<file path="src/rtl/dpd_pkg.sv">
package dpd_pkg;

  typedef enum logic [2:0] {
    ST_OFF, ST_PWRON, ST_WAKE, ST_RECOVER, ST_RUN, ST_DRAIN, ST_DPD
  } seqState_e;

  typedef enum logic [1:0] {
    IV_PWRON, IV_MINLOW, IV_RECOVER
  } interval_e;

  // strobes from control to the interval timer
  typedef struct packed {
    logic      load;
    interval_e sel;
  } timerCtl_t;

  // nanoseconds to clock cycles, rounded up, never below one
  function automatic longint unsigned toCycles(input longint unsigned ns,
                                               input longint unsigned periodPs);
    longint unsigned c;
    c = (ns * 64'd1000 + periodPs - 64'd1) / periodPs;
    return (c == 0) ? 64'd1 : c;
  endfunction

endpackage

</file>
<file path="src/rtl/dpd_timer.sv">
module dpd_timer
  import dpd_pkg::*;
#(
  parameter int unsigned     CNT_W       = 8,
  parameter longint unsigned PWRON_CYC   = 8,
  parameter longint unsigned MINLOW_CYC  = 8,
  parameter longint unsigned RECOVER_CYC = 8
) (
  input  logic      clk,
  input  logic      rstN,
  input  timerCtl_t ctl,
  output logic      done
);

  localparam logic [CNT_W-1:0] PWRON_LD   = CNT_W'(PWRON_CYC - 1);
  localparam logic [CNT_W-1:0] MINLOW_LD  = CNT_W'(MINLOW_CYC - 1);
  localparam logic [CNT_W-1:0] RECOVER_LD = CNT_W'(RECOVER_CYC - 1);

  logic [CNT_W-1:0] count;
  logic [CNT_W-1:0] loadVal;

  always_comb begin
    unique case (ctl.sel)
      IV_PWRON:  loadVal = PWRON_LD;
      IV_MINLOW: loadVal = MINLOW_LD;
      default:   loadVal = RECOVER_LD;
    endcase
  end

  always_ff @(posedge clk or negedge rstN) begin
    if (!rstN)                 count <= '0;
    else if (ctl.load)         count <= loadVal;
    else if (count != '0)      count <= count - 1'b1;
  end

  assign done = (count == '0);

endmodule

</file>
<file path="src/rtl/dpd_ctrl.sv">
module dpd_ctrl
  import dpd_pkg::*;
(
  input  logic      clk,
  input  logic      rstN,
  input  logic      powerGood,
  input  logic      ce1High,
  input  logic      accessIdle,
  input  logic      enterReq,
  input  logic      leaveReq,
  input  logic      done,
  output timerCtl_t tctl,
  output logic      ce2,
  output logic      ready,
  output logic      dataLost
);

  seqState_e state, nextState;
  logic      leavePend;
  logic      justUp;

  always_comb begin
    nextState = state;
    if (!powerGood) begin
      nextState = ST_OFF;
    end else begin
      unique case (state)
        ST_OFF:     nextState = ST_PWRON;
        ST_PWRON:   if (done) nextState = ce1High ? ST_RECOVER : ST_WAKE;
        ST_WAKE:    if (ce1High) nextState = ST_RECOVER;
        ST_RECOVER: if (done) nextState = ST_RUN;
        ST_RUN:     if (enterReq)
                      nextState = (accessIdle && ce1High) ? ST_DPD : ST_DRAIN;
        ST_DRAIN:   if (accessIdle && ce1High) nextState = ST_DPD;
        ST_DPD:     if (done && (leavePend || leaveReq))
                      nextState = ce1High ? ST_RECOVER : ST_WAKE;
        default:    nextState = ST_OFF;
      endcase
    end
  end

  // timer reload on entry into any timed state
  always_comb begin
    tctl.load = 1'b0;
    tctl.sel  = IV_PWRON;
    if (nextState != state) begin
      unique case (nextState)
        ST_PWRON:   begin tctl.load = 1'b1; tctl.sel = IV_PWRON;   end
        ST_RECOVER: begin tctl.load = 1'b1; tctl.sel = IV_RECOVER; end
        ST_DPD:     begin tctl.load = 1'b1; tctl.sel = IV_MINLOW;  end
        default:    ;
      endcase
    end
  end

  always_ff @(posedge clk or negedge rstN) begin
    if (!rstN) begin
      state     <= ST_OFF;
      leavePend <= 1'b0;
      justUp    <= 1'b0;
    end else begin
      state     <= nextState;
      leavePend <= (state == ST_DPD) && (nextState == ST_DPD) && (leavePend || leaveReq);
      justUp    <= (nextState == ST_RUN) && (state != ST_RUN);
    end
  end

  assign ce2      = (state == ST_RECOVER) || (state == ST_RUN) || (state == ST_DRAIN);
  assign ready    = (state == ST_RUN);
  assign dataLost = justUp && ready;

  assert_ce2_moves_deselected_R3: assert property (@(posedge clk) disable iff (!rstN)
    ((ce2 != $past(ce2)) && $past(powerGood)) |-> $past(ce1High));

  assert_ready_needs_ce2_R5: assert property (@(posedge clk) disable iff (!rstN)
    ready |-> ce2);

  assert_datalost_single_R9: assert property (@(posedge clk) disable iff (!rstN)
    dataLost |=> !dataLost);

  assert_datalost_with_ready_R9: assert property (@(posedge clk) disable iff (!rstN)
    dataLost |-> ($rose(ready) && $past(ce2)));

  assert_power_loss_R10: assert property (@(posedge clk) disable iff (!rstN)
    !powerGood |=> (!ce2 && !ready));

  assert_enter_drops_ready_R6: assert property (@(posedge clk) disable iff (!rstN)
    (ready && enterReq && powerGood) |=> !ready);

endmodule

</file>
<file path="src/rtl/dpd_sequencer.sv">
module dpd_sequencer
  import dpd_pkg::*;
#(
  parameter longint unsigned CLK_PERIOD_PS = 4000,
  parameter longint unsigned POWERON_NS    = 30000,
  parameter longint unsigned MIN_LOW_NS    = 10000000,
  parameter longint unsigned RECOVER_NS    = 300000
) (
  input  logic clk,
  input  logic rstN,
  input  logic powerGood,
  input  logic ce1High,
  input  logic accessIdle,
  input  logic enterReq,
  input  logic leaveReq,
  output logic ce2,
  output logic ready,
  output logic dataLost
);

  localparam longint unsigned PWRON_CYC   = toCycles(POWERON_NS, CLK_PERIOD_PS);
  localparam longint unsigned MINLOW_CYC  = toCycles(MIN_LOW_NS, CLK_PERIOD_PS);
  localparam longint unsigned RECOVER_CYC = toCycles(RECOVER_NS, CLK_PERIOD_PS);
  localparam longint unsigned MAX_A       = (PWRON_CYC > MINLOW_CYC) ? PWRON_CYC : MINLOW_CYC;
  localparam longint unsigned MAX_CYC     = (MAX_A > RECOVER_CYC) ? MAX_A : RECOVER_CYC;
  localparam int unsigned     CNT_W       = (MAX_CYC < 2) ? 1 : $clog2(MAX_CYC);

  timerCtl_t tctl;
  logic      done;

  dpd_ctrl u_ctrl (
    .clk        (clk),
    .rstN       (rstN),
    .powerGood  (powerGood),
    .ce1High    (ce1High),
    .accessIdle (accessIdle),
    .enterReq   (enterReq),
    .leaveReq   (leaveReq),
    .done       (done),
    .tctl       (tctl),
    .ce2        (ce2),
    .ready      (ready),
    .dataLost   (dataLost)
  );

  dpd_timer #(
    .CNT_W       (CNT_W),
    .PWRON_CYC   (PWRON_CYC),
    .MINLOW_CYC  (MINLOW_CYC),
    .RECOVER_CYC (RECOVER_CYC)
  ) u_timer (
    .clk  (clk),
    .rstN (rstN),
    .ctl  (tctl),
    .done (done)
  );

endmodule

</file>
<file path="config.mk">
export PLATFORM = sky130hd
export DESIGN_NAME = dpd_sequencer
export DESIGN_NICKNAME = d
export VERILOG_FILES = /design/src/rtl/dpd_pkg.sv /design/src/rtl/dpd_timer.sv /design/src/rtl/dpd_ctrl.sv /design/src/rtl/dpd_sequencer.sv
export SDC_FILE = /design/constraint.sdc
export NUM_CORES = 1
export LEC_CHECK = 0
export ABC_AREA = 1
export BUFFER_PORTS_ARGS = -buffer_cell sky130_fd_sc_hd__buf_2
export CAP_MARGIN = 40
export CORE_MARGIN = 2
export CORE_UTILIZATION = 55
export DETAILED_ROUTE_END_ITERATION = 8
export HOLD_SLACK_MARGIN = 0.12
export PLACE_DENSITY = 0.76
export SLEW_MARGIN = 20
export SYNTH_ARGS = -nofsm -noshare
export SYNTH_HDL_FRONTEND = slang
export SYNTH_HIERARCHICAL = 1
export SYNTH_SLANG_ARGS = --single-unit
</file>
<file path="constraint.sdc">
create_clock -name clk -period 2.9 [get_ports clk]
set_input_delay 0.58 -clock clk [delete_from_list [all_inputs] [get_ports clk]]
set_output_delay 0.58 -clock clk [all_outputs]
set_load 0.05 [all_outputs]
</file>
==> results of run 1 <==
## layer usage
layer	vias up	wire length, um	share of wire [%]	track usage, %
met1	857	2100	47	30.4
met5	-	0	0	0
met2	34	2210	49	39.7
li1	922	-	-	-
met3	4	148	3.3	3.70
met4	0	49	1.1	5.71
## registers in the layout (all words and copies together), names as in the netlist
name,flops
u_ctrl/state,3
u_ctrl/justUp,1
u_ctrl/leavePend,1
u_timer/count,22
## what timing repair did
item | CTS | global route
gates resized for setup | 1 | 20
endpoints found under the setup margin | 5 | 14
hold endpoints to repair | 0 | 0
pin swaps | 0 | 6
setup buffers | 0 | 13
## through the flow
| step | setup slack [ns] | power (mW) | cells | area (um2) |
|---|---|---|---|---|
| floorplan | 0.00528 | 0.696 | 274 | 1980 |
| global placement | 0.0677 | 0.769 | 333 | 2100 |
| detailed placement | 0.00602 | 0.777 | 333 | 2100 |
| CTS | 0.0380 | 0.951 | 337 | 2140 |
| global route | -0.0245 | 1.11 | 350 | 2290 |
| finish | 0.154 | 1.04 | 350 | 2290 |
## kinds of logic (layout without fill, tap and decap cells)
family          Yosys count  after routing  share of synthesized area [%]
fa+ha+maj                 1              1                          0.633
buf+inv                  42             72                           9.30
simple gates            171            171                           45.4
xor+xnor                  7              7                           3.10
compound gates           26             26                           7.34
flops                    27             27                           34.2
## power by group through the flow
stage / combinational (mW) / sequential (mW) / clock (mW)
final: 0.373 / 0.487 / 0.177
after CTS: 0.286 / 0.484 / 0.181
after floorplan: 0.217 / 0.479 / 0
after detailed placement: 0.284 / 0.493 / 0
after global placement: 0.278 / 0.491 / 0
after global routing: 0.417 / 0.495 / 0.194
## placed cells by master (no fill, tap or decap)
master                       count
sky130_fd_sc_hd__buf_4          20
sky130_fd_sc_hd__or2_4           1
sky130_fd_sc_hd__buf_2           9
sky130_fd_sc_hd__nor2_4          9
sky130_fd_sc_hd__xnor2_1         3
sky130_fd_sc_hd__nor2_2          8
sky130_fd_sc_hd__o211ai_1        1
sky130_fd_sc_hd__nand2_1        56
sky130_fd_sc_hd__nor3_4          1
sky130_fd_sc_hd__nand3b_1        2
sky130_fd_sc_hd__o21ai_0         4
sky130_fd_sc_hd__nand3_1        20
sky130_fd_sc_hd__clkbuf_4        3
sky130_fd_sc_hd__buf_6           1
sky130_fd_sc_hd__nand2_2         7
sky130_fd_sc_hd__inv_4           1
sky130_fd_sc_hd__and2_1          1
sky130_fd_sc_hd__dfrtp_1        25
sky130_fd_sc_hd__dfrtp_2         2
sky130_fd_sc_hd__a21o_1          1
sky130_fd_sc_hd__nor2_1         40
sky130_fd_sc_hd__nor3b_1         1
sky130_fd_sc_hd__ha_4            1
sky130_fd_sc_hd__inv_1          28
sky130_fd_sc_hd__nor2_8          2
sky130_fd_sc_hd__a21oi_2         2
sky130_fd_sc_hd__or2_2           1
sky130_fd_sc_hd__nand2_4         4
sky130_fd_sc_hd__xor2_1          4
sky130_fd_sc_hd__o21bai_2        1
sky130_fd_sc_hd__a21oi_1        13
sky130_fd_sc_hd__nand3_2         7
sky130_fd_sc_hd__nand4_1         6
sky130_fd_sc_hd__inv_2           9
sky130_fd_sc_hd__nor3_1          5
sky130_fd_sc_hd__clkinvlp_4      1
sky130_fd_sc_hd__o21ai_1         4
## worst max-delay path, delay by kind of cell, from the launching register on
kind | cells | cell delay (ns)
AOI/OAI and AO/OA | 1 | 0.06
DFF | 1 | 0.47
and+or+nand+nor | 16 | 1.85
buffers and inverters | 4 | 0.24
## cell type report
cell class	instances	share of cell area [%]
clock buffer	3	0.985
clock inverter	1	0.328
inverter	38	6.35
multi-input combinational	205	51.1
sequential	27	29.7
tap	46	2.52
timing repair buffer	30	9.03
## path summary, 6_finish.rpt
check	from	to	slack, ns	depth (start not counted)
max	u_timer/count[2]	u_timer/count[4]	0.15	21
min	rstN	u_timer/count[5]	0.22	1
max reg2reg	u_timer/count[2]	u_timer/count[4]	0.15	21
min reg2reg	u_timer/count[1]	u_timer/count[1]	0.59	2
max in group asynchronous	rstN	u_timer/count[2]	2.27	1
min in group clk	powerGood	u_ctrl/justUp	0.56	3
==> impl_metrics.json, run 1 <==
{
  "status": "complete, no violations",
  "switching_share_pct": 37.1,
  "vias_per_cell": 5.19,
  "hold_class": "primary input to async pin",
  "avg_synthesized_cell_area_um2": 7.21,
  "synth_fp_nets": 282,
  "globalplace.congestion": 0.884,
  "critical-path-top-cell-by-count": "sky130_fd_sc_hd__nor2_4",
  "worst_setup_hold_path_clk_slew_ns": 0.17,
  "count_of_distinct_cell_types_in_the_synthesized_netlist": 32,
  "min_period_over_period_pct": 94.7,
  "total_area_of_sequential_cells_um2": 678,
  "drt_drc_violations_left": 0,
  "clock_insertion_delay_worst_skew_ns": 0.34,
  "cts-root-buf": "sky130_fd_sc_hd__clkbuf_4",
  "die_width_um": 64.0,
  "seqPwrFrac_pct": 47.0,
  "path_cells": "nor2_4 > nand2_4 > nor2_8 > nand2_4 > nor2_8 > nand2_2 > nor2_4 > nor2_4 > inv_2 > a21oi_2 > nor3_4 > nand3_2 > nand2_1 > inv_1 > nor2_2 > inv_2 > nor2_4 > inv_2 > or2_4 > nand2_4 > nor2_1",
  "pwr_density_cell_nw_per_um2": 454,
  "worst_hold_slack_ns": 0.216,
  "synth.area.top_cells": "sky130_fd_sc_hd__dfrtp_1 34%, sky130_fd_sc_hd__nand2_1 11%, sky130_fd_sc_hd__nor2_1 8.4%",
  "die_y_um": 64.0,
  "numPortBuffers": 9,
  "max_cap_viol_count": 0,
  "power.ir.vdd_worst_v": 0.000325,
  "final.setup_skew_ns": 0.0135,
  "drt_wl_total_mm": 4.51,
  "synth_warnings": 6,
  "cts-htree-levels": 1,
  "synth_top_flop_cell": "sky130_fd_sc_hd__dfrtp_1",
  "post-dp-hpwl_mm": 3.29,
  "timing_max_transition_violations_final": 0,
  "final-setup-viol-count": 0,
  "critPathMaxFanout": 6,
  "core_area_um2": 3390,
  "slew_headroom_pct": 60.2,
  "grt_remaining_overflow": 0,
  "drt-wirelength-per-cell_um": 12.9,
  "clock_period_minus_worst_slack_ns": 2.75,
  "synth_async_sr_flop_share_pct": 100,
  "ctsLongestPathBuffers": 2,
  "cellLeakagePower_nw": 1.20,
  "cp_data_arrival_time_ns": 2.99,
  "multiInputGateArea_um2": 1170,
  "cp-start-kind": "register",
  "synth.yosys.seq_area_share_pct": 34.2,
  "synth_enable_flop_cells": 0,
  "path_class": "register to register",
  "post_synth_most_frequent_cells": "57 x sky130_fd_sc_hd__nand2_1, 44 x sky130_fd_sc_hd__nor2_1, 33 x sky130_fd_sc_hd__inv_1",
  "intPower_mw": 0.652,
  "fin_nets": 313,
  "cts.hold.buffers_added": 0,
  "clock_sinks": 27,
  "floorplan.die_area_um2": 4090,
  "final_util_pct": 67.4,
  "worst_pin_slew_ns": 0.597,
  "critical_path.endpoint_type": "register",
  "final_antenna_net_count": 0,
  "ratio_of_cells_with_drive_above_1_in_the_final_layout_pct": 29.6,
  "synthesized_instance_count": 274,
  "pin_count": 10,
  "netlist.area_leader.share_pct": 34.2,
  "synth_seq_cells": 27,
  "clkPwrFrac_pct": 17.1,
  "number_of_diodes": 0,
  "drtIter0Drc": 183,
  "cts_tree": "yes",
  "grt_first_pass_wirelength_mm": 7.49,
  "route.vias.total": 1817,
  "critPathSlowestCell": "sky130_fd_sc_hd__dfrtp_2",
  "timing.critical_path.required_ns": 3.14,
  "net-switching-power_mw": 0.385,
  "flow.area_growth_from_synthesis_pct": 15.6,
  "final.setup.tns_ns": 0,
  "grt_use_total_pct": 23.2,
  "max_freq_ghz": 0.364,
  "comb_power_share_pct": 35.9,
  "floorplan.initialDensity_pct": 58.3,
  "drt-pass1-iter-count": 4,
  "post-synth-top-count-cell": "sky130_fd_sc_hd__nand2_1",
  "synth.largest_area_cell": "sky130_fd_sc_hd__dfrtp_1",
  "number_of_antenna_violations_at_the_first_check_in_global_routing": 0,
  "mappedNetlistArea_um2": 1980,
  "cts_inserted_buffers": 3,
  "grt_start_max_net_pins": 28,
  "report.final.hold_viol_count": 0,
  "vias_in_the_first_global_route": 1727,
  "critical-path-max-stage-delay_ns": 0.47,
  "placementRows": 21,
  "final.fill_count": 286
}
No activity file was read; power rests on OpenSTA's default activity.
==> run 2: changes to the inputs <==
--- a/config.mk
+++ b/config.mk
@@ -9,10 +9,9 @@
 export BUFFER_PORTS_ARGS = -buffer_cell sky130_fd_sc_hd__buf_2
 export CAP_MARGIN = 40
 export CORE_MARGIN = 2
-export CORE_UTILIZATION = 55
+export CORE_UTILIZATION = 35
 export DETAILED_ROUTE_END_ITERATION = 8
 export HOLD_SLACK_MARGIN = 0.12
-export PLACE_DENSITY = 0.76
 export SLEW_MARGIN = 20
 export SYNTH_ARGS = -nofsm -noshare
 export SYNTH_HDL_FRONTEND = slang
==> constraint.sdc (replaced) <==
create_clock -name clk -period 2.6 [get_ports clk]
set_input_delay 0.52 -clock clk [delete_from_list [all_inputs] [get_ports clk]]
set_output_delay 0.52 -clock clk [all_outputs]
set_load 0.05 [all_outputs]
==> impl_metrics.json, run 2 (synthesis gave the netlist of run 1 again) <==
{
  "dpl.cell_count": 385,
  "numPortBuffers": 9,
  "violations_in_the_final_reports": "setup timing",
  "max_freq_ghz": 0.380,
  "ratio_of_cells_with_drive_above_1_in_the_final_layout_pct": 42.1,
  "worst_setup_hold_path_clk_slew_ns": 0.11,
  "drtIter0Drc": 91,
  "number_of_antenna_violations_at_the_first_check_in_global_routing": 0,
  "hold_class": "primary input to async pin",
  "grt_first_pass_wirelength_mm": 8.16,
  "critical-path-max-stage-delay_ns": 0.41,
  "cts.hold.buffers_added": 0,
  "timing.critical_path.required_ns": 2.83,
  "die_width_um": 79.2,
  "final_util_pct": 49.6,
  "ctsLongestPathBuffers": 2,
  "status": "finished with violations",
  "pwr_density_cell_nw_per_um2": 477,
  "die_y_um": 79.2,
  "min_period_over_period_pct": 101,
  "intPower_mw": 0.840,
  "floorplan.die_area_um2": 6270,
  "flow.area_growth_from_synthesis_pct": 37.4,
  "route.vias.total": 1935,
  "critPathBufInv": 4,
  "critPathSlowestCell": "sky130_fd_sc_hd__dfrtp_1",
  "drt_drc_violations_left": 0,
  "final-setup-viol-count": 9,
  "layout.cells.most_common": "sky130_fd_sc_hd__nand2_1",
  "drt-pass1-iter-count": 4,
  "path_cells": "nor2_2 > nand2_2 > nor2_8 > nand2_4 > nor2_8 > nand2_4 > nor2_4 > nand2_1 > o21bai_4 > nand2_1 > nor2_1 > nand3_1 > nand2_2 > nor2_4 > nor2_4 > inv_2 > buf_12 > buf_12 > buf_4 > nand2_4 > nor2_4",
  "seqPwrFrac_pct": 40.6,
  "total_area_of_sequential_cells_um2": 676,
  "vias_in_the_first_global_route": 1791,
  "number_of_diodes": 0,
  "comb_power_share_pct": 39.2,
  "critical_path.top_delay_family": "simple AND/OR/NAND/NOR gates",
  "worst_pin_slew_ns": 0.641,
  "grt_use_total_pct": 16.3,
  "critical_path.endpoint_type": "register",
  "drt_wl_total_mm": 4.87,
  "top_register": "u_timer/count",
  "timing_max_transition_violations_final": 0,
  "cts-root-buf": "sky130_fd_sc_hd__clkbuf_8",
  "clock_sinks": 27,
  "final.setup_skew_ns": 0.00777,
  "switching_share_pct": 35.2,
  "multiInputGateArea_um2": 1310,
  "floorplan.initialDensity_pct": 36.1,
  "final.fill_count": 554,
  "cellLeakagePower_nw": 1.38,
  "post-dp-hpwl_mm": 3.61,
  "worst_hold_slack_ns": 0.240,
  "clkPwrFrac_pct": 20.1,
  "clock_insertion_delay_worst_skew_ns": 0.28,
  "postLayoutSetupSlackWorst_ns": -0.0302,
  "cp_data_arrival_time_ns": 2.86,
  "pin_count": 10,
  "power.ir.vdd_worst_v": 0.000326,
  "reg_top3": "u_timer/count (22), u_ctrl/state (3)",
  "core_area_um2": 5470,
  "drt-wirelength-per-cell_um": 12.1,
  "cts-htree-levels": 1,
  "vias_per_cell": 4.81,
  "cts_tree": "yes",
  "grt_start_max_net_pins": 28,
  "net-switching-power_mw": 0.456,
  "path_class": "register to register",
  "grt_remaining_overflow": 0,
  "critical-path-top-cell-by-count": "sky130_fd_sc_hd__nor2_4",
  "report.final.hold_viol_count": 0,
  "critPathMaxFanout": 7,
  "placementRows": 27,
  "slew_headroom_pct": 57.3,
  "max_cap_viol_count": 0,
  "cts_inserted_buffers": 3,
  "highest_count_cells_in_the_layout_ignoring_fill_and_taps": "49 x sky130_fd_sc_hd__nand2_1, 42 x sky130_fd_sc_hd__buf_4, 37 x sky130_fd_sc_hd__nor2_1, 27 x sky130_fd_sc_hd__dfrtp_1, 26 x sky130_fd_sc_hd__inv_1",
  "fin_nets": 339,
  "largest_register_ff_count": 22,
  "clock_period_minus_worst_slack_ns": 2.63,
  "final_antenna_net_count": 0,
  "grt_setup_unrepaired": "yes",
  "cp-start-kind": "register",
  "globalplace.congestion": 0.864,
  "finished_layout_cells": 402
}
==> run 2: changes by cell type in the layout (fill, tap and decap cells not counted), moves of 5 or more <==
cell	delta
sky130_fd_sc_hd__buf_4	+22
sky130_fd_sc_hd__nand2_1	-7
sky130_fd_sc_hd__nand2_2	+5
sky130_fd_sc_hd__nand3_1	-6
==> run 2: final timing paths <==
check	depth (start not counted)	to	slack, ns	from
setup / recovery	21	u_timer/count[15]	-0.03	u_timer/count[4]
hold reg to reg	2	u_timer/count[19]	0.59	u_timer/count[19]
hold / removal	1	u_timer/count[17]	0.24	rstN
min in group clk	2	u_timer/count[19]	0.59	u_timer/count[19]
max in group asynchronous	1	u_ctrl/justUp	1.94	rstN
setup reg to reg	21	u_timer/count[15]	-0.03	u_timer/count[4]
==> run 2: metrics by stage <==
step / total power, mW / setup WS (ns) / instance area (um2) / TNS [ns]
final: 1.30 / -0.0302 / 2720 / -0.123
after global routing: 1.39 / -0.201 / 2720 / -3.19
after CTS: 1.25 / -0.0346 / 2480 / -0.178
after detailed placement: 0.960 / -0.0580 / 2410 / -0.270
after global placement: 0.959 / -0.0295 / 2410 / -0.0999
after floorplan: 0.794 / 0.0290 / 2020 / 0
==> run 2: what timing repair did <==
item	in CTS	in global routing
gates cloned	0	0
resized for setup	3	41
pin swaps	2	10
hold endpoints to repair	0	0
endpoints found under the setup margin	12	22
buffers inserted	3	10
==> run 2: cell type report <==
type / instances / share of cell area, %
inverters: 38 / 5.34
clock buffers: 3 / 1.52
flip-flops and latches: 27 / 24.9
clock inverters: 1 / 0.276
multi-input cells: 205 / 48.2
well taps: 72 / 3.32
repair buffers: 56 / 16.4
==> run 2: power groups by stage <==
stage          registers (mW)  logic, mW  clock network [mW]
2_1_floorplan           0.538      0.256                   0
3_3_place_gp            0.534      0.424                   0
3_5_place_dp            0.533      0.427                   0
4_1_cts                 0.524      0.451               0.272
5_1_grt                 0.534      0.565               0.290
6_report                0.527      0.508               0.261
==> run 2: layer usage <==
metal,up-vias,wire [um],track usage [%]
met2,28,2340,26.9
met3,6,109,3.07
met5,-,0,0
met1,921,2350,22.2
met4,0,68,3.45
li1,980,-,-
